`config.mk`:
```
export PLATFORM = sky130hd
export DESIGN_NAME = adc_sar_ctrl
export DESIGN_NICKNAME = d
export VERILOG_FILES = /design/src/rtl/adc_sar_pkg.sv /design/src/rtl/adc_sar_tick.sv /design/src/rtl/adc_sar_regs.sv /design/src/rtl/adc_sar_seq.sv /design/src/rtl/adc_sar_ctrl.sv
export SDC_FILE = /design/constraint.sdc
export NUM_CORES = 1
export LEC_CHECK = 0
export BUFFER_PORTS_ARGS = -buffer_cell sky130_fd_sc_hd__buf_2
export CORE_MARGIN = 5
export CORE_UTILIZATION = 45
export CTS_BUF_LIST = sky130_fd_sc_hd__clkbuf_4 sky130_fd_sc_hd__clkbuf_8
export DETAILED_ROUTE_END_ITERATION = 7
export GPL_TIMING_DRIVEN = 0
export PLACE_DENSITY = 0.66
export SYNTH_ARGS = -nofsm -noshare
export SYNTH_HDL_FRONTEND = slang
export SYNTH_SLANG_ARGS = --single-unit
```
`constraint.sdc`:
```
create_clock -name clk -period 3.5 [get_ports clk]
set_input_delay 0.175 -clock clk [delete_from_list [all_inputs] [get_ports clk]]
set_output_delay 0.175 -clock clk [all_outputs]
set_load 0.01 [all_outputs]
```
`src/rtl/adc_sar_pkg.sv`:
```
package adc_sar_pkg;

   typedef enum logic {
      SEL_CTL_A = 1'b0,
      SEL_CTL_B = 1'b1
   } reg_sel_e;

   // Trial code with only the top bit set, sized to the resolution.
   function automatic logic [31:0] msb_only(input int unsigned width);
      logic [31:0] v;
      v = '0;
      v[width-1] = 1'b1;
      return v;
   endfunction

endpackage

```
`src/rtl/adc_sar_tick.sv`:
```
module adc_sar_tick #(
   parameter bit          USE_EXT_CLK = 1'b0,
   parameter int unsigned PRE_W       = 12,
   parameter int unsigned PRE_SEL     = 0,
   parameter int unsigned INSTR_DIV   = 6
) (
   input  logic clk,
   input  logic rst_n,
   input  logic ext_pin,
   output logic conv_tick
);

   generate
      if (USE_EXT_CLK) begin : g_ext
         logic [2:0] pin_sync;

         always_ff @(posedge clk or negedge rst_n) begin
            if (!rst_n) pin_sync <= '0;
            else        pin_sync <= {pin_sync[1:0], ext_pin};
         end

         assign conv_tick = pin_sync[1] & ~pin_sync[2];
      end else begin : g_pre
         localparam int unsigned DIV_W = $clog2(INSTR_DIV);
         localparam int unsigned TAP_W = PRE_SEL + 1;

         logic [DIV_W-1:0] div_cnt;
         logic [TAP_W-1:0] pre_cnt;
         logic             instr_en;
         logic             pin_unused;

         assign pin_unused = ext_pin;
         assign instr_en   = (div_cnt == DIV_W'(INSTR_DIV - 1));

         always_ff @(posedge clk or negedge rst_n) begin
            if (!rst_n) begin
               div_cnt <= '0;
               pre_cnt <= '0;
            end else begin
               div_cnt <= instr_en ? '0 : div_cnt + DIV_W'(1);
               if (instr_en) pre_cnt <= pre_cnt + TAP_W'(1);
            end
         end

         assign conv_tick = instr_en & (&pre_cnt);

         if (PRE_SEL >= PRE_W) begin : g_bad_tap
            $error("PRE_SEL must select a tap below PRE_W");
         end
      end
   endgenerate

endmodule

```
`src/rtl/adc_sar_regs.sv`:
```
module adc_sar_regs
   import adc_sar_pkg::*;
#(
   parameter int unsigned DATA_W  = 4,
   parameter int unsigned RES_W   = 8,
   parameter int unsigned CH_W    = 3,
   parameter int unsigned CH_LO_W = 2
) (
   input  logic              clk,
   input  logic              rst_n,
   input  logic              reg_wr,
   input  logic              reg_sel,
   input  logic [DATA_W-1:0] reg_wdata,
   input  logic [RES_W-1:0]  result,
   input  logic              rd_ylsb,
   output logic [CH_W-1:0]   chan,
   output logic              start_req,
   output logic [DATA_W-1:0] rd_data
);

   localparam int unsigned CH_HI_W   = CH_W - CH_LO_W;
   localparam int unsigned START_BIT = DATA_W - 1;

   logic [CH_LO_W-1:0] ch_lo_q;
   logic [CH_HI_W-1:0] ch_hi_q;
   logic               wr_a;
   logic               wr_b;
   logic [DATA_W-1:0]  wdata_unused;

   assign wdata_unused = reg_wdata;
   assign wr_a = reg_wr && (reg_sel == SEL_CTL_A);
   assign wr_b = reg_wr && (reg_sel == SEL_CTL_B);

   always_ff @(posedge clk or negedge rst_n) begin
      if (!rst_n) begin
         ch_lo_q <= '0;
         ch_hi_q <= '0;
      end else begin
         if (wr_a) ch_lo_q <= reg_wdata[CH_LO_W-1:0];
         if (wr_b) ch_hi_q <= reg_wdata[CH_HI_W-1:0];
      end
   end

   assign chan      = {ch_hi_q, ch_lo_q};
   assign start_req = wr_a && reg_wdata[START_BIT];
   assign rd_data   = rd_ylsb ? result[RES_W-1 -: DATA_W] : result[DATA_W-1:0];

endmodule

```
`src/rtl/adc_sar_seq.sv`:
```
module adc_sar_seq
   import adc_sar_pkg::*;
#(
   parameter int unsigned RES_W = 8,
   parameter int unsigned CH_W  = 3
) (
   input  logic             clk,
   input  logic             rst_n,
   input  logic             conv_tick,
   input  logic             start_req,
   input  logic [CH_W-1:0]  chan,
   input  logic             cmp_in,
   output logic [CH_W-1:0]  mux_sel,
   output logic [RES_W-1:0] trial,
   output logic [RES_W-1:0] result,
   output logic             eoc,
   output logic             busy
);

   localparam int unsigned IDX_W = $clog2(RES_W);
   localparam logic [RES_W-1:0] FIRST_TRIAL = RES_W'(msb_only(RES_W));

   logic             start_pend;
   logic [IDX_W-1:0] bit_idx;
   logic             last_bit;

   assign last_bit = (bit_idx == '0);

   always_ff @(posedge clk or negedge rst_n) begin
      if (!rst_n) begin
         start_pend <= 1'b0;
         mux_sel    <= '0;
         trial      <= '0;
         result     <= '0;
         eoc        <= 1'b0;
         busy       <= 1'b0;
         bit_idx    <= '0;
      end else begin
         if (conv_tick) begin
            if (start_pend) begin
               // step one: take the channel, present the MSB trial
               start_pend <= 1'b0;
               mux_sel    <= chan;
               trial      <= FIRST_TRIAL;
               bit_idx    <= IDX_W'(RES_W - 1);
               busy       <= 1'b1;
            end else if (busy) begin
               trial[bit_idx] <= cmp_in;
               bit_idx        <= bit_idx - IDX_W'(1);
               if (!last_bit) begin
                  trial[bit_idx - IDX_W'(1)] <= 1'b1;
               end else begin
                  busy <= 1'b0;
                  if (!start_req) begin
                     result <= {trial[RES_W-1:1], cmp_in};
                     eoc    <= 1'b1;
                  end
               end
            end
         end
         if (start_req) begin
            start_pend <= 1'b1;
            eoc        <= 1'b0;
         end
      end
   end

endmodule

```
`src/rtl/adc_sar_ctrl.sv`:
```
module adc_sar_ctrl
   import adc_sar_pkg::*;
#(
   parameter int unsigned DATA_W      = 4,
   parameter int unsigned RES_W       = 8,
   parameter int unsigned CH_W        = 3,
   parameter int unsigned CH_LO_W     = 2,
   parameter int unsigned PRE_W       = 12,
   parameter int unsigned PRE_SEL     = 0,
   parameter int unsigned INSTR_DIV   = 6,
   parameter bit          USE_EXT_CLK = 1'b0
) (
   input  logic              clk,
   input  logic              rst_n,
   input  logic              adck_pin,
   input  logic              reg_wr,
   input  logic              reg_sel,
   input  logic [DATA_W-1:0] reg_wdata,
   input  logic              rd_ylsb,
   output logic [DATA_W-1:0] rd_data,
   input  logic              cmp_in,
   output logic [CH_W-1:0]   mux_sel,
   output logic [RES_W-1:0]  trial_code,
   output logic              eoc
);

   generate
      if (RES_W != 2 * DATA_W) begin : g_bad_res
         $error("RES_W must be exactly two bus nibbles");
      end
      if (CH_LO_W >= CH_W) begin : g_bad_split
         $error("CH_LO_W must leave at least one bit for register B");
      end
      if (CH_LO_W > DATA_W - 1) begin : g_bad_lo
         $error("channel bits in register A overlap the start bit");
      end
      if (INSTR_DIV < 2) begin : g_bad_div
         $error("INSTR_DIV must be at least 2");
      end
   endgenerate

   logic             conv_tick;
   logic             start_req;
   logic             seq_busy;
   logic [CH_W-1:0]  chan;
   logic [RES_W-1:0] result_q;

   adc_sar_tick #(
      .USE_EXT_CLK (USE_EXT_CLK),
      .PRE_W       (PRE_W),
      .PRE_SEL     (PRE_SEL),
      .INSTR_DIV   (INSTR_DIV)
   ) tick_i (
      .clk       (clk),
      .rst_n     (rst_n),
      .ext_pin   (adck_pin),
      .conv_tick (conv_tick)
   );

   adc_sar_regs #(
      .DATA_W  (DATA_W),
      .RES_W   (RES_W),
      .CH_W    (CH_W),
      .CH_LO_W (CH_LO_W)
   ) regs_i (
      .clk       (clk),
      .rst_n     (rst_n),
      .reg_wr    (reg_wr),
      .reg_sel   (reg_sel),
      .reg_wdata (reg_wdata),
      .result    (result_q),
      .rd_ylsb   (rd_ylsb),
      .chan      (chan),
      .start_req (start_req),
      .rd_data   (rd_data)
   );

   adc_sar_seq #(
      .RES_W (RES_W),
      .CH_W  (CH_W)
   ) seq_i (
      .clk       (clk),
      .rst_n     (rst_n),
      .conv_tick (conv_tick),
      .start_req (start_req),
      .chan      (chan),
      .cmp_in    (cmp_in),
      .mux_sel   (mux_sel),
      .trial     (trial_code),
      .result    (result_q),
      .eoc       (eoc),
      .busy      (seq_busy)
   );

endmodule

```
==> results.tsv <==
stage	metric	value	unit
synth	synthMuxAreaShare	20.81	%
route	drt_pre_antenna_iters	4	
floorplan	rows	21	
power	p_total	0.7976	mW
synth	ys_seq_elements	32	
floorplan	num_io_pins	27	
grt	grt_start_max_net_pins	33	
clock_network	clkTransAtPathRegs	0.10	ns
route	drc	0	
timing	worst_pin_slew	0.6925	ns
grt	grt-busiest-layer	met2	
finish	final_nets	175	
synth	synth_fa_ha_area_share	1.559	%
placed_design	place.port_buffers	23	
worst_setup_path	endpoint_kind	flip-flop	
synth	yosysUniqueCellTypes	33	
timing	drv_slew	0	
timing	fmax	510.6	MHz
route	wl	3.148	mm
grt	grt_pass1_vias	1129	
hold_path	hp-start	reg_wdata[1]	
hold_path	hold_path_class	in2reg	
timing	period_share	55.96	%
worst_setup_path	worstSetupPathType	reg2reg	
power	p_leak	0.9776	nW
synth	syn_avg_cell_area	12.25	µm²
timing	min_period	1.959	ns
clock_network	tritoncts	done	
timing	setup_viol	0	
timing	finalHoldViolCount	0	
grt	grt_usage	14.08	%
worst_setup_path	r2r-end	seq_i.trial[5]	
synth	synth_enable_flop_cells	0	
route	antenna_left	0	
worst_setup_path	rr_worst_depth	6	
worst_setup_path	cp_data_arrival_time	2.19	ns
worst_setup_path	crit_path_start_kind	flip-flop	
clock_network	insertion_delay	0.34	ns
grt	gr-usage-met3	4.928	%
finish	diodes	0	
power	power.density	426.9	mW/mm²
worst_setup_path	r2r_start	seq_i.bit_idx[0]	
clock_network	clockRootBuffer	clkbuf_4	
synth	synth_compound_area_share	11.46	%
grt	antenna_found_initial	0	
outcome	status	finished, final reports clean	
route	route.vias.total	1116	
finish	area_growth	16.37	%
floorplan	die_y	69.73	µm
finish	drive_gt1_share	34.97	%
finish	num-fill-cells	300	
timing	clock_skew	0.001795	ns
synth	synth_top_family_by_area	multiplexers	
hold_path	hold_end	regs_i.ch_lo_q[1]	
synth	async_flop_share	100.0	%
timing	tns	0	ns
route	drt_iter0_drc	54	
placed_design	hpwl	2.255	mm
synth	synth_xor_area_share	0.5456	%
finish	area.sequential	800.8	µm²
power	irDropWorstVdd	280.4	µV
clock_network	cts.sinks	32	
synth	postSynthCellCount	131	
timing	finalWorstSetupSlack	1.541	ns
grt	grt_pass1_wl	5.457	mm
finish	finalInstanceArea	0.001868	mm²
floorplan	initial_core_util	47.36	%
finish	multi_input_area	772.0	µm²
worst_setup_path	ff2ff_setup_slack	1.54	ns
synth	syn-num-nets	144	
route	wire_per_inst	15.06	µm
synth	syn_area	0.001605	mm²
synth	synth-main-ff-cell	dfrtp_1	
clock_network	cts_inserted_buffers	5	
placed_design	place_ws	1.602	ns
timing	slew_headroom	53.83	%
synth	synth-seq-area-share	49.88	%
clock_network	htree_levels	2	
route	vias_per_cell	5.340	
timing	rsz0062_at_grt	false	
placed_design	place_congestion	0.8237	
floorplan	dieArea	0.004862	mm²
grt	grt_overflow	0	
synth	yosys.area_share.simple	13.72	%
placed_design	placed_cell_area	0.001778	mm²
grt	met1_usage	16.15	%
worst_setup_path	cp_max_fo	10	
run	maxCapViolCount	0	
clock_network	cts_buffer_depth	2	
synth	yosys_warnings	0	
worst_setup_path	crit_required	3.73	ns
floorplan	die_w	69.73	µm
grt	grt_use_met2	23.20	%
floorplan	core_area	0.003390	mm²
hold_path	whs_path_depth	2	
## per-stage QoR
stage | utilization (%) | hold WS, ns | instances
CTS | 55.11 | 0.06397 | 209
floorplan | - | -0.1206 | 131
detailed placement | 52.45 | 0.2711 | 200
global placement | 52.45 | 0.2552 | 200
global route | 55.11 | 0.06078 | 209
finish | 55.11 | 0.07398 | 209
## Yosys cell counts, types with 3 or more instances
library cell | instances | area share (%)
a22o_1 | 7 | 3.8
nor3_1 | 3 | 0.94
nor3b_1 | 3 | 1.4
mux2_4 | 8 | 7.5
mux2i_1 | 9 | 5.6
nor2_1 | 3 | 0.70
nand2_1 | 13 | 3.0
a21oi_1 | 3 | 0.94
inv_1 | 4 | 0.94
dfrtp_1 | 32 | 50
o21ai_0 | 8 | 2.5
mux2_2 | 11 | 7.7
## cells in the final DEF (no fill, tap or decap), types with 2 or more instances in the layout
master / count
dfrtp_1: 32
buf_2: 25
nand2_1: 13
mux2_2: 11
mux2i_1: 9
o21ai_0: 8
mux2_4: 8
a22o_1: 7
clkbuf_4: 6
inv_1: 4
nor2_1: 3
nor3b_1: 3
nor3_1: 3
a21oi_1: 3
clkbuf_1: 2
nand3b_1: 2
nand2b_1: 2
nor2b_1: 2
ha_1: 2
## cells by family after synthesis
| kind of cell | count (synthesis) |
|---|---|
| DFF | 32 |
| muxes | 28 |
| and+or+nand+nor | 34 |
| adders and majority gates | 2 |
| AOI/OAI and AO/OA | 26 |
| xor gates and xnor gates | 1 |
| buffers and inverters | 8 |
## flip-flops by register name, summed over array words and instances (netlist names)
name / cells
seq_i.result: 8
seq_i.trial: 8
seq_i.bit_idx: 3
seq_i.mux_sel: 3
tick_i.g_pre.div_cnt: 3
regs_i.ch_lo_q: 2
regs_i.ch_hi_q: 1
seq_i.busy: 1
seq_i.eoc: 1
seq_i.start_pend: 1
tick_i.g_pre.pre_cnt: 1
## per-layer routing
metal | wire [µm] | vias to the layer above
li1 | - | 542
met4 | 65 | 0
met2 | 1552 | 26
met1 | 1385 | 541
met5 | 0 | -
met3 | 144 | 7
## where the power goes
part	internal, mW	switching [mW]
logic	0.0467	0.0628
registers	0.390	0.0157
clock network	0.157	0.125
total	0.594	0.204
## worst max-delay path, stage by stage (launching register included)
cell     delay (ns)
dfrtp_1        0.45
buf_2          0.20
inv_1          0.13
ha_1           0.28
mux2i_1        0.42
o21ai_0        0.17
a22o_1         0.21
## cell type report
| type | count | share of cell area [%] |
|---|---|---|
| sequential | 32 | 42.87 |
| multi-input combinational | 91 | 41.33 |
| timing repair buffer | 24 | 6.698 |
| tap | 46 | 3.081 |
| clock buffer | 6 | 2.411 |
| clock inverter | 2 | 1.875 |
| buffer | 4 | 0.9377 |
| inverter | 4 | 0.8038 |
## worst max path at each step
stage | cells past startpoint | end | slack [ns] | startpoint
6_report | 6 | seq_i.trial[5] | 1.54 | seq_i.bit_idx[0]
2_1_floorplan | 7 | seq_i.result[0] | 1.82 | seq_i.bit_idx[0]
3_5_place_dp | 6 | seq_i.trial[5] | 1.60 | seq_i.bit_idx[0]
5_1_grt | 6 | seq_i.trial[5] | 1.39 | seq_i.bit_idx[0]
3_3_place_gp | 6 | seq_i.trial[5] | 1.62 | seq_i.bit_idx[0]
4_1_cts | 6 | seq_i.trial[5] | 1.56 | seq_i.bit_idx[0]
## what timing repair did
item | CTS | global route
setup endpoints to repair | 0 | 0
resized for setup | 0 | 0
hold buffers | 1 | 0
setup buffers | 0 | 0
hold endpoints to repair | 32 | 0
Note: power is estimated with default switching activity, not from simulation.
